<file path="src/rtl/udf_pkg.sv">
package udf_pkg;
  localparam logic [1:0] SRC_BRIDGE = 2'd0;
  localparam logic [1:0] SRC_XNT    = 2'd1;
  localparam logic [1:0] SRC_DMA    = 2'd2;
  localparam logic [1:0] SRC_LMSG   = 2'd3;

  localparam logic [1:0] DISP_FWD  = 2'd0;
  localparam logic [1:0] DISP_UR   = 2'd1;
  localparam logic [1:0] DISP_DROP = 2'd2;

  localparam int N_DISP = 3;

  function automatic logic [1:0] pick_disp(input logic active,
                                           input logic [1:0] src,
                                           input logic to_up);
    logic [1:0] d;
    d = DISP_FWD;
    if (active) begin
      if (src == SRC_LMSG)                 d = DISP_DROP;
      else if (to_up && src == SRC_DMA)    d = DISP_DROP;
      else if (to_up)                      d = DISP_UR;
    end
    return d;
  endfunction
endpackage

</file>
<file path="src/rtl/udf_classify.sv">
module udf_classify
  import udf_pkg::*;
(
  input  logic       link_down,
  input  logic       rst_suppress,
  input  logic [1:0] src,
  input  logic       to_up,
  output logic       filter_on,
  output logic [1:0] disp
);
  assign filter_on = link_down && rst_suppress;
  assign disp      = pick_disp(filter_on, src, to_up);
endmodule

</file>
<file path="src/rtl/udf_stage.sv">
module udf_stage #(
  parameter int W = 10
) (
  input  logic         clk,
  input  logic         rst_n,
  input  logic         up_valid,
  output logic         up_ready,
  input  logic [W-1:0] up_data,
  output logic         dn_valid,
  input  logic         dn_ready,
  output logic [W-1:0] dn_data,
  output logic         take
);
  logic         v_q;
  logic [W-1:0] d_q;

  assign up_ready = !v_q || dn_ready;
  assign take     = up_valid && up_ready;
  assign dn_valid = v_q;
  assign dn_data  = d_q;

  always_ff @(posedge clk) begin
    if (!rst_n) begin
      v_q <= 1'b0;
      d_q <= '0;
    end else if (take) begin
      v_q <= 1'b1;
      d_q <= up_data;
    end else if (dn_ready) begin
      v_q <= 1'b0;
    end
  end
endmodule

</file>
<file path="src/rtl/udf_satcnt.sv">
module udf_satcnt #(
  parameter int W = 16
) (
  input  logic         clk,
  input  logic         rst_n,
  input  logic         bump,
  output logic [W-1:0] count
);
  localparam logic [W-1:0] TOP = '1;
  logic [W-1:0] c_q;

  assign count = c_q;

  always_ff @(posedge clk) begin
    if (!rst_n)                  c_q <= '0;
    else if (bump && c_q != TOP) c_q <= c_q + W'(1);
  end
endmodule

</file>
<file path="src/rtl/updn_disp_filter.sv">
module updn_disp_filter
  import udf_pkg::*;
#(
  parameter int TAG_W = 8,
  parameter int CNT_W = 16
) (
  input  logic             clk,
  input  logic             rst_n,
  input  logic             link_down_i,
  input  logic             hrst_dis_i,
  input  logic             in_valid,
  output logic             in_ready,
  input  logic [1:0]       in_src,
  input  logic             in_to_up,
  input  logic [TAG_W-1:0] in_tag,
  output logic             out_valid,
  input  logic             out_ready,
  output logic [1:0]       out_disp,
  output logic [TAG_W-1:0] out_tag,
  output logic [CNT_W-1:0] cnt_fwd,
  output logic [CNT_W-1:0] cnt_ur,
  output logic [CNT_W-1:0] cnt_drop
);
  localparam int PW = TAG_W + 2;

  logic          filter_on;
  logic [1:0]    cls_disp;
  logic          accept;
  logic [PW-1:0] stage_out;
  logic [CNT_W-1:0] cnt_arr [N_DISP];

  udf_classify cls_i (
    .link_down    (link_down_i),
    .rst_suppress (hrst_dis_i),
    .src          (in_src),
    .to_up        (in_to_up),
    .filter_on    (filter_on),
    .disp         (cls_disp)
  );

  udf_stage #(.W(PW)) stg_i (
    .clk      (clk),
    .rst_n    (rst_n),
    .up_valid (in_valid),
    .up_ready (in_ready),
    .up_data  ({cls_disp, in_tag}),
    .dn_valid (out_valid),
    .dn_ready (out_ready),
    .dn_data  (stage_out),
    .take     (accept)
  );

  assign out_disp = stage_out[PW-1 -: 2];
  assign out_tag  = stage_out[TAG_W-1:0];

  for (genvar k = 0; k < N_DISP; k++) begin : g_cnt
    localparam logic [1:0] CODE = 2'(k);
    logic bump_k;
    assign bump_k = accept && (cls_disp == CODE);
    udf_satcnt #(.W(CNT_W)) cnt_i (
      .clk   (clk),
      .rst_n (rst_n),
      .bump  (bump_k),
      .count (cnt_arr[k])
    );
  end

  assign cnt_fwd  = cnt_arr[0];
  assign cnt_ur   = cnt_arr[1];
  assign cnt_drop = cnt_arr[2];
endmodule

</file>
<file path="config.mk">
export PLATFORM = sky130hd
export DESIGN_NAME = updn_disp_filter
export DESIGN_NICKNAME = d
export VERILOG_FILES = /design/src/rtl/udf_pkg.sv /design/src/rtl/udf_classify.sv /design/src/rtl/udf_stage.sv /design/src/rtl/udf_satcnt.sv /design/src/rtl/updn_disp_filter.sv
export SDC_FILE = /design/constraint.sdc
export NUM_CORES = 1
export LEC_CHECK = 0
export CAP_MARGIN = 25
export CELL_PAD_IN_SITES_DETAIL_PLACEMENT = 0
export CELL_PAD_IN_SITES_GLOBAL_PLACEMENT = 1
export CORE_ASPECT_RATIO = 1.5
export CORE_MARGIN = 5
export CORE_UTILIZATION = 30
export CTS_CLUSTER_DIAMETER = 200
export DETAILED_ROUTE_END_ITERATION = 10
export PLACE_DENSITY_LB_ADDON = 0.1
export SYNTH_ARGS = -nofsm -noshare
export SYNTH_HDL_FRONTEND = slang
export SYNTH_HIERARCHICAL = 1
export SYNTH_SLANG_ARGS = --single-unit
export TNS_END_PERCENT = 100
</file>
<file path="constraint.sdc">
create_clock -name clk -period 2.9 [get_ports clk]
set_clock_uncertainty 0.2 [all_clocks]
set_input_delay 0.58 -clock clk [delete_from_list [all_inputs] [get_ports clk]]
set_output_delay 0.58 -clock clk [all_outputs]
set_load 0.02 [all_outputs]
</file>
# Yosys cells after proc, flatten, opt, wreduce, memory -nomap -nowiden

Cells that the tools add are included.
W data, S select, Z words.

Flip-flop bits (word level): 59
Output and inout bits: 60
Logic and storage cells: 34
Input port bits: 17

Equality and inequality tests: 7
Add/subtract/negate cells: 3
Reduce and logical (&&, ||, !) cells: 13
Multiplexer cells: 6

Operator list:

| operator                | number |
|---|---|
| $add A16 B1 Y16 const B | 3 |
| $ne A16 B16 Y1 const B  | 3 |
| $logic_and A1 B1 Y1     | 9 |
| $eq A2 B2 Y1 const B    | 3 |
| $mux W2                 | 3 |
| $mux W1                 | 3 |
| $eq A2 B1 Y1 const B    | 1 |
| $logic_not A2 Y1        | 1 |
| $reduce_bool A2 Y1      | 1 |
| $logic_not A1 Y1        | 1 |
| $logic_or A1 B1 Y1      | 1 |

# Logic depth before layout (Yosys ltp)

Gate-level depths: netlist (run 1).

Word-level depth: 8
Depth in mapped cells: 8
Gate-level depth less buffers: 7

# Hierarchy

Netlist (run 1), hierarchy kept.

Modules (own cells, without submodules):

| module           | instances | area an instance (µm²) | sequential area each (µm²) | cells an instance |
|---|---|---|---|---|
| udf_satcnt       | 3         | 837.1                  | 320.3                      | 97 |
| udf_stage        | 1         | 449.2                  | 220.2                      | 48 |
| updn_disp_filter | 1         | 30.0                   | 0.0                        | 3 |
| udf_classify     | 1         | 27.5                   | 0.0                        | 3 |

# Least setup slack after synthesis (run 1)

No wires, ideal clock.

Path type: input port to flip-flop
Start point: in out_ready
End point: reg g_cnt[0].cnt_i.c_q[9]
Arrival time: 2176 ps
Setup slack: 454 ps
Data required time: 2629 ps
Stages on the path: 7
Setup time: 71 ps
Buffers on the path: 1
Path through: nand2b_4 -> and2_4 -> buf_6 -> nor3b_2 -> nand2_1 -> or4_1 -> a21oi_1

Cells in the longest elaborated chain, start to end: 4

Ends and longest elaborated chain:

| item                 | line                   | RTL |
|---|---|---|
| from (decl)          | updn_disp_filter.sv:17 | `input logic out_ready,` |
| $logic_or A1 B1 Y1   | udf_stage.sv:17        | `assign up_ready = !v_q \|\| dn_ready;` |
| $logic_and A1 B1 Y1  | udf_stage.sv:18        | `assign take = up_valid && up_ready;` |
| via accept           | updn_disp_filter.sv:28 | `logic accept;` |
| $logic_and A1 B1 Y1  | updn_disp_filter.sv:59 | `assign bump_k = accept && (cls_disp == CODE);` |
| via g_cnt[0].bump_k  | updn_disp_filter.sv:58 | `logic bump_k;` |
| $logic_and A1 B1 Y1  | udf_satcnt.sv:16       | `else if (bump && c_q != TOP) c_q <= c_q + W'(1);` |
| to (signal assigned) | udf_satcnt.sv:16       |  |
| to (decl)            | udf_satcnt.sv:10       | `logic [W-1:0] c_q;` |

The timed path passes the listed nets, and every way through them passes these cells.
A chain may end at the register's enable or synchronous reset.

# Worst setup path after layout (run 1)

Start point: in in_src[1]
End point: reg g_cnt[0].cnt_i.c_q[9]

Cells in the longest elaborated chain, start to end: 8
Elaborated cells on any way between the ends: 9
Those cells by class: eq/ne (2); mux (3); reduce/logical (4)

Ends and longest elaborated chain:

| item                    | line                   | RTL |
|---|---|---|
| from (decl)             | updn_disp_filter.sv:13 | `input logic [1:0] in_src,` |
| $eq A2 B2 Y1            | udf_pkg.sv:20          | `else if (to_up && src == SRC_DMA) d = DISP_DROP;` |
| $logic_and A1 B1 Y1     | udf_pkg.sv:20          |  |
| $mux W2                 | udf_pkg.sv:20          |  |
| $mux W2 (*)             | udf_pkg.sv:19          | `if (src == SRC_LMSG) d = DISP_DROP;` |
| $mux W2 (*)             | udf_pkg.sv:18          | `if (active) begin` |
| via cls_disp[0]         | updn_disp_filter.sv:27 | `logic [1:0] cls_disp;` |
| $logic_not A2 Y1 (*)    | updn_disp_filter.sv:59 |  |
| $logic_and A1 B1 Y1 (*) | updn_disp_filter.sv:59 |  |
| via g_cnt[0].bump_k     | updn_disp_filter.sv:58 |  |
| $logic_and A1 B1 Y1 (*) | udf_satcnt.sv:16       |  |

The timed path passes the listed nets; every way through them passes the cells marked *.

==> results of run 1 <==
==> worst min path at each step <==
| stage | startpoint | endpoint | slack (ps) |
|---|---|---|---|
| floorplan | stg_i/dn_data[0] | stg_i/dn_data[0] | 330 |
| global placement | stg_i/dn_data[8] | stg_i/dn_data[8] | 240 |
| detailed placement | stg_i/dn_data[4] | stg_i/dn_data[4] | 250 |
| CTS | stg_i/dn_data[4] | stg_i/dn_data[4] | 260 |
| global route | stg_i/dn_data[3] | stg_i/dn_data[3] | 280 |
| finish | stg_i/dn_data[4] | stg_i/dn_data[4] | 260 |
==> critical path: cells and delay by family <==
kind / cells / cell delay (ps)
compound gates: 1 / 150
buf+inv: 1 / 470
simple gates: 4 / 1430
==> metal layers <==
metal  up-vias  part of all wire [%]  GRT usage [%]
li1       1487                     -              -
met1      1389                    43           15.6
met2        64                    50           23.7
met3         8                   5.3           4.60
met4         0                   1.2           4.88
met5         -                     0              0
==> report_power, final <==
group	switching, mW	internal (mW)
Combinational	0.0608	0.0619
Clock	0.369	0.793
Sequential	0.00881	0.823
Total	0.438	1.68
==> area by class of cell <==
type,instances,share of cell area (%)
inverters,13,1.14
flip-flops and latches,59,27.7
clock inverters,5,1.76
repair buffers,86,19.6
clock buffers,11,5.93
multi-input cells,263,40.5
well taps,115,3.37
==> state kept, by name (all words and copies together), names as in the netlist <==
signal / flops
g_cnt.cnt_i/count: 48
stg_i/dn_data: 10
stg_i/dn_valid: 1
==> per-stage QoR <==
stage / power [mW] / setup slack [ps]
finish: 2.12 / 317
global route: 2.21 / 142
CTS: 2.16 / 317
detailed placement: 0.973 / -28.2
global placement: 0.973 / -1.79
floorplan: 0.907 / 454
==> run_results.csv, run 1 <==
group,metric,value,unit
sta,period_share,89.1,%
sta,max-slew-margin-rel,52.2,%
sta,clock.fmax,387,MHz
sta,rsz0062_at_grt,"no",
worst_hold_path,hp-class,"reg2reg",
sta,worst_slew_pin_slew,711,ps
worst_setup_path,r2r_cells,6,
cts,cts_setup_buffers,0,
drt,drc,0,
placement,placed_cell_area,3940,um2
final_layout,fill_cells,995,
worst_setup_path,crit_path_top_delay_cell,"or4_1",
floorplanning,io_pins,77,
drt,postRouteAntennaNets,0,
grt,gr-usage-all-layers,13.7,%
cts,cts_hold_buffers,0,
cts,cts_sinks,59,
drt,vias,2948,
logic_synthesis,synth_cells,344,
placement,place_congestion,0.831,
final_layout,stdcell_area,4270,um2
cts,cts_resized,0,
logic_synthesis,avgSynthCellArea,8.75,um2
worst_setup_path,endpoint,"g_cnt[0].cnt_i/count[9]",
final_layout,drive_gt1_share,8.70,%
outcome,status,"finished clean",
sta,hold_viol,0,
grt,antenna_found_initial,0,
final_layout,final_cell_mix,"76 x clkdlybuf4s50_1, 59 x dfxtp_1, 50 x nand2_1, 27 x a21oi_1, 19 x mux2i_1",
grt,grt_max_degree,24,
final_layout,fin_util,43.8,%
worst_setup_path,cp-end-kind,"register",
placement,place_inst,536,
logic_synthesis,synth_area,3010,um2
final_layout,nNetsFinal,452,
worst_setup_path,rr_startpoint,"g_cnt[2].cnt_i/count[0]",
pwr,power_density,496,nW/um2
placement,io_buffers,76,
flow_run,cap_violations,0,
worst_setup_path,cp.arrival,2630,ps
cts,clock-root-buffer,"clkbuf_16",
floorplanning,num_rows,44,
sta,whs,256,ps
cts,htree_levels,3,
logic_synthesis,synth_warnings,6,
worst_setup_path,startpoint,"in_src[1]",
worst_setup_path,r2r-end,"g_cnt[2].cnt_i/count[11]",
worst_hold_path,holdPathStages,2,
grt,grt_pass1_vias,2876,
cts,cts_tree,"built",
final_layout,syn_to_final_growth,41.6,%
floorplanning,die_h,133,um
placement,dp_hpwl,5.94,mm
worst_setup_path,reg2reg_slack,720,ps
pwr,peakVddDrop,0.329,mV
worst_setup_path,crit_type,"in2reg",
worst_setup_path,cp_max_fo,10,
drt,wl_per_cell,14.8,um
drt,first_iter_violations,96,
floorplanning,core,9740,um2
sta,setup_viol,0,
floorplanning,initial_utilization,30.9,%
grt,gr-total-overflow,0,
floorplanning,die_x,91.8,um
grt,grt_pass1_wl,13.7,mm
final_layout,stdcell_count,552,
floorplanning,die_area,12200,um2
worst_setup_path,max_stage_delay,540,ps
drt,via_per_inst,5.34,
worst_setup_path,start_kind,"input pin",
cts,cts_max_path_buffers,2,
pwr,power.leakage,1.45,nW
cts,numCtsBuffers,9,
final_layout,final_common_cell,"clkdlybuf4s50_1",
drt,routed_wl,8.16,mm
drt,detail_route.first_pass.iterations,4,
final_layout,ff_latch_area,1180,um2
worst_setup_path,cp.required,2950,ps
cts,path_clk_slew,50,ps
worst_setup_path,path_cells,"clkdlybuf4s50_1 > and4b_1 > nor3b_2 > nand2_1 > or4_1 > a21oi_1",
final_layout,diodes,0,
sta,fin_setup_tns,0,ps
logic_synthesis,synth_nets,364,
sta,fin_crit,2580,ps
sta,maxSlewViolCount,0,
final_layout,multi_input_area,1730,um2
cts,clk_latency,320,ps
Power figures use the tool's default switching activity.
==> run 2, diff against run 1 <==
Settings changed: CORE_UTILIZATION 30 to 35.
==> run 2 against run 1 <==
Effect of this change:
- combinational power about the same
- sequential share of layout area up 0.42 points
- total power down 9.0%
- largest power group unchanged
- core utilization up 6.2 points
- highest routed layer unchanged
- clock power down 16%
- clock-buffer cell count up 3
- fmax up 1.5%
- cell area down 1.5%
- hold slack about the same
- critical path depth down 3
==> run_results.csv, run 2 (same netlist as run 1, synthesis figures left out) <==
group,metric,value,unit
worst_setup_path,crit_type,"in2out",
final_layout,stdcell_area,4200,um2
sta,whs,256,ps
floorplanning,num_rows,41,
worst_setup_path,cp_max_fo,3,
drt,wl_per_cell,14.3,um
flow_run,cap_violations,0,
worst_setup_path,start_kind,"input pin",
cts,htree_levels,3,
cts,cts_tree,"built",
sta,hold_viol,0,
floorplanning,die_h,124,um
grt,grt_pass1_vias,2749,
grt,grt_max_degree,23,
drt,via_per_inst,5.43,
worst_hold_path,hp-class,"reg2reg",
sta,rsz0062_at_grt,"no",
final_layout,drive_gt1_share,8.01,%
worst_hold_path,hp-start,"stg_i/dn_data[5]",
sta,period_share,87.7,%
worst_setup_path,r2r-end,"g_cnt[2].cnt_i/count[15]",
cts,cts_max_path_buffers,2,
floorplanning,io_pins,77,
final_layout,fin_util,49.9,%
sta,fin_setup_tns,0,ps
floorplanning,die_area,10600,um2
pwr,peakVddDrop,0.282,mV
placement,place_congestion,0.762,
cts,path_clk_slew,50,ps
final_layout,fill_cells,850,
sta,clock.fmax,393,MHz
drt,vias,2956,
final_layout,stdcell_count,544,
cts,clk_latency,320,ps
pwr,power_density,458,nW/um2
worst_hold_path,holdPathEnd,"stg_i/dn_data[5]",
placement,placed_cell_area,3930,um2
final_layout,syn_to_final_growth,39.5,%
sta,setup_viol,0,
sta,worst_slew_pin_slew,715,ps
final_layout,diodes,0,
grt,gr-total-overflow,0,
placement,dp_hpwl,5.74,mm
cts,numCtsBuffers,9,
grt,grt_pass1_wl,12.9,mm
drt,postRouteAntennaNets,0,
final_layout,largest_register_ff_count,48,
floorplanning,core,8410,um2
worst_setup_path,r2r_cells,6,
worst_setup_path,cp-end-kind,"output pin",
final_layout,final_cell_mix,"76 x clkdlybuf4s50_1, 59 x dfxtp_1, 50 x nand2_1, 27 x a21oi_1, 19 x mux2i_1",
cts,clock-root-buffer,"clkbuf_16",
placement,io_buffers,76,
worst_setup_path,rr_startpoint,"g_cnt[2].cnt_i/count[0]",
cts,cts_sinks,59,
floorplanning,initial_utilization,35.8,%
drt,drc,0,
final_layout,final_common_cell,"clkdlybuf4s50_1",
sta,max-slew-margin-rel,51.9,%
worst_hold_path,holdPathStages,2,
drt,detail_route.first_pass.iterations,5,
worst_setup_path,cp.required,2120,ps
sta,maxSlewViolCount,0,
sta,fin_crit,2540,ps
floorplanning,die_x,85.7,um
worst_setup_path,startpoint,"out_ready",
drt,routed_wl,7.77,mm
grt,antenna_found_initial,0,
cts,cts_hold_buffers,0,
drt,first_iter_violations,124,
final_layout,nNetsFinal,452,
cts,cts_setup_buffers,0,
pwr,power.leakage,1.43,nW
grt,gr-usage-all-layers,15.5,%
placement,place_inst,528,
worst_setup_path,reg2reg_slack,760,ps
worst_setup_path,cp.arrival,1760,ps
cts,cts_resized,0,
outcome,status,"finished clean",
==> run 2: changes by cell type in the layout (fill, tap and decap cells not counted), sizes merged <==
cell | before | now
bufinv | 2 | 0
clkbuf | 11 | 14
clkinv | 3 | 2
==> run 2: per-stage QoR <==
step | worst slack (ps) | total power [mW]
floorplan | 454 | 0.907
CTS | 342 | 1.96
finish | 356 | 1.93
global placement | 45.6 | 0.972
global route | 209 | 2.02
detailed placement | -6.07 | 0.973
==> run 2: layout make-up <==
cell class              count  area, um2  share of cell area, %
well taps                 107        134                   3.19
clock buffers              14        264                   6.28
flip-flops and latches     59       1180                   28.1
inverters                  13       48.8                   1.16
multi-input cells         263       1730                   41.1
repair buffers             86        836                   19.9
clock inverters             2       10.0                  0.238
==> run 2: routing by layer <==
metal  track usage [%]  vias up  wire [um]
met3              4.96        9        439
met2              26.6       73       3920
met5                 0        -          0
met1              17.7     1388       3300
li1                  -     1486          -
met4              6.24        0        110
==> run 2: power by group <==
part | total [mW] | leakage [nW] | internal, mW | switching, mW
Sequential | 0.833 | 0.477 | 0.824 | 0.00869
Combinational | 0.121 | 0.812 | 0.0609 | 0.0605
Clock | 0.972 | 0.137 | 0.621 | 0.351
Total | 1.93 | 1.43 | 1.51 | 0.420
==> run 2: critical path, cell delays in order <==
cell and delay, ps:
clkdlybuf4s50_1 460, nand2b_4 120, clkdlybuf4s50_1 600
==> run 2: worst max path at each step <==
stage                          endpoint  slack (ps)
6_report                       in_ready         360
5_1_grt         g_cnt[0].cnt_i/count[9]         210
4_1_cts        g_cnt[0].cnt_i/count[13]         340
3_5_place_dp   g_cnt[0].cnt_i/count[15]          -6
3_3_place_gp   g_cnt[1].cnt_i/count[15]          50
2_1_floorplan   g_cnt[0].cnt_i/count[9]         450
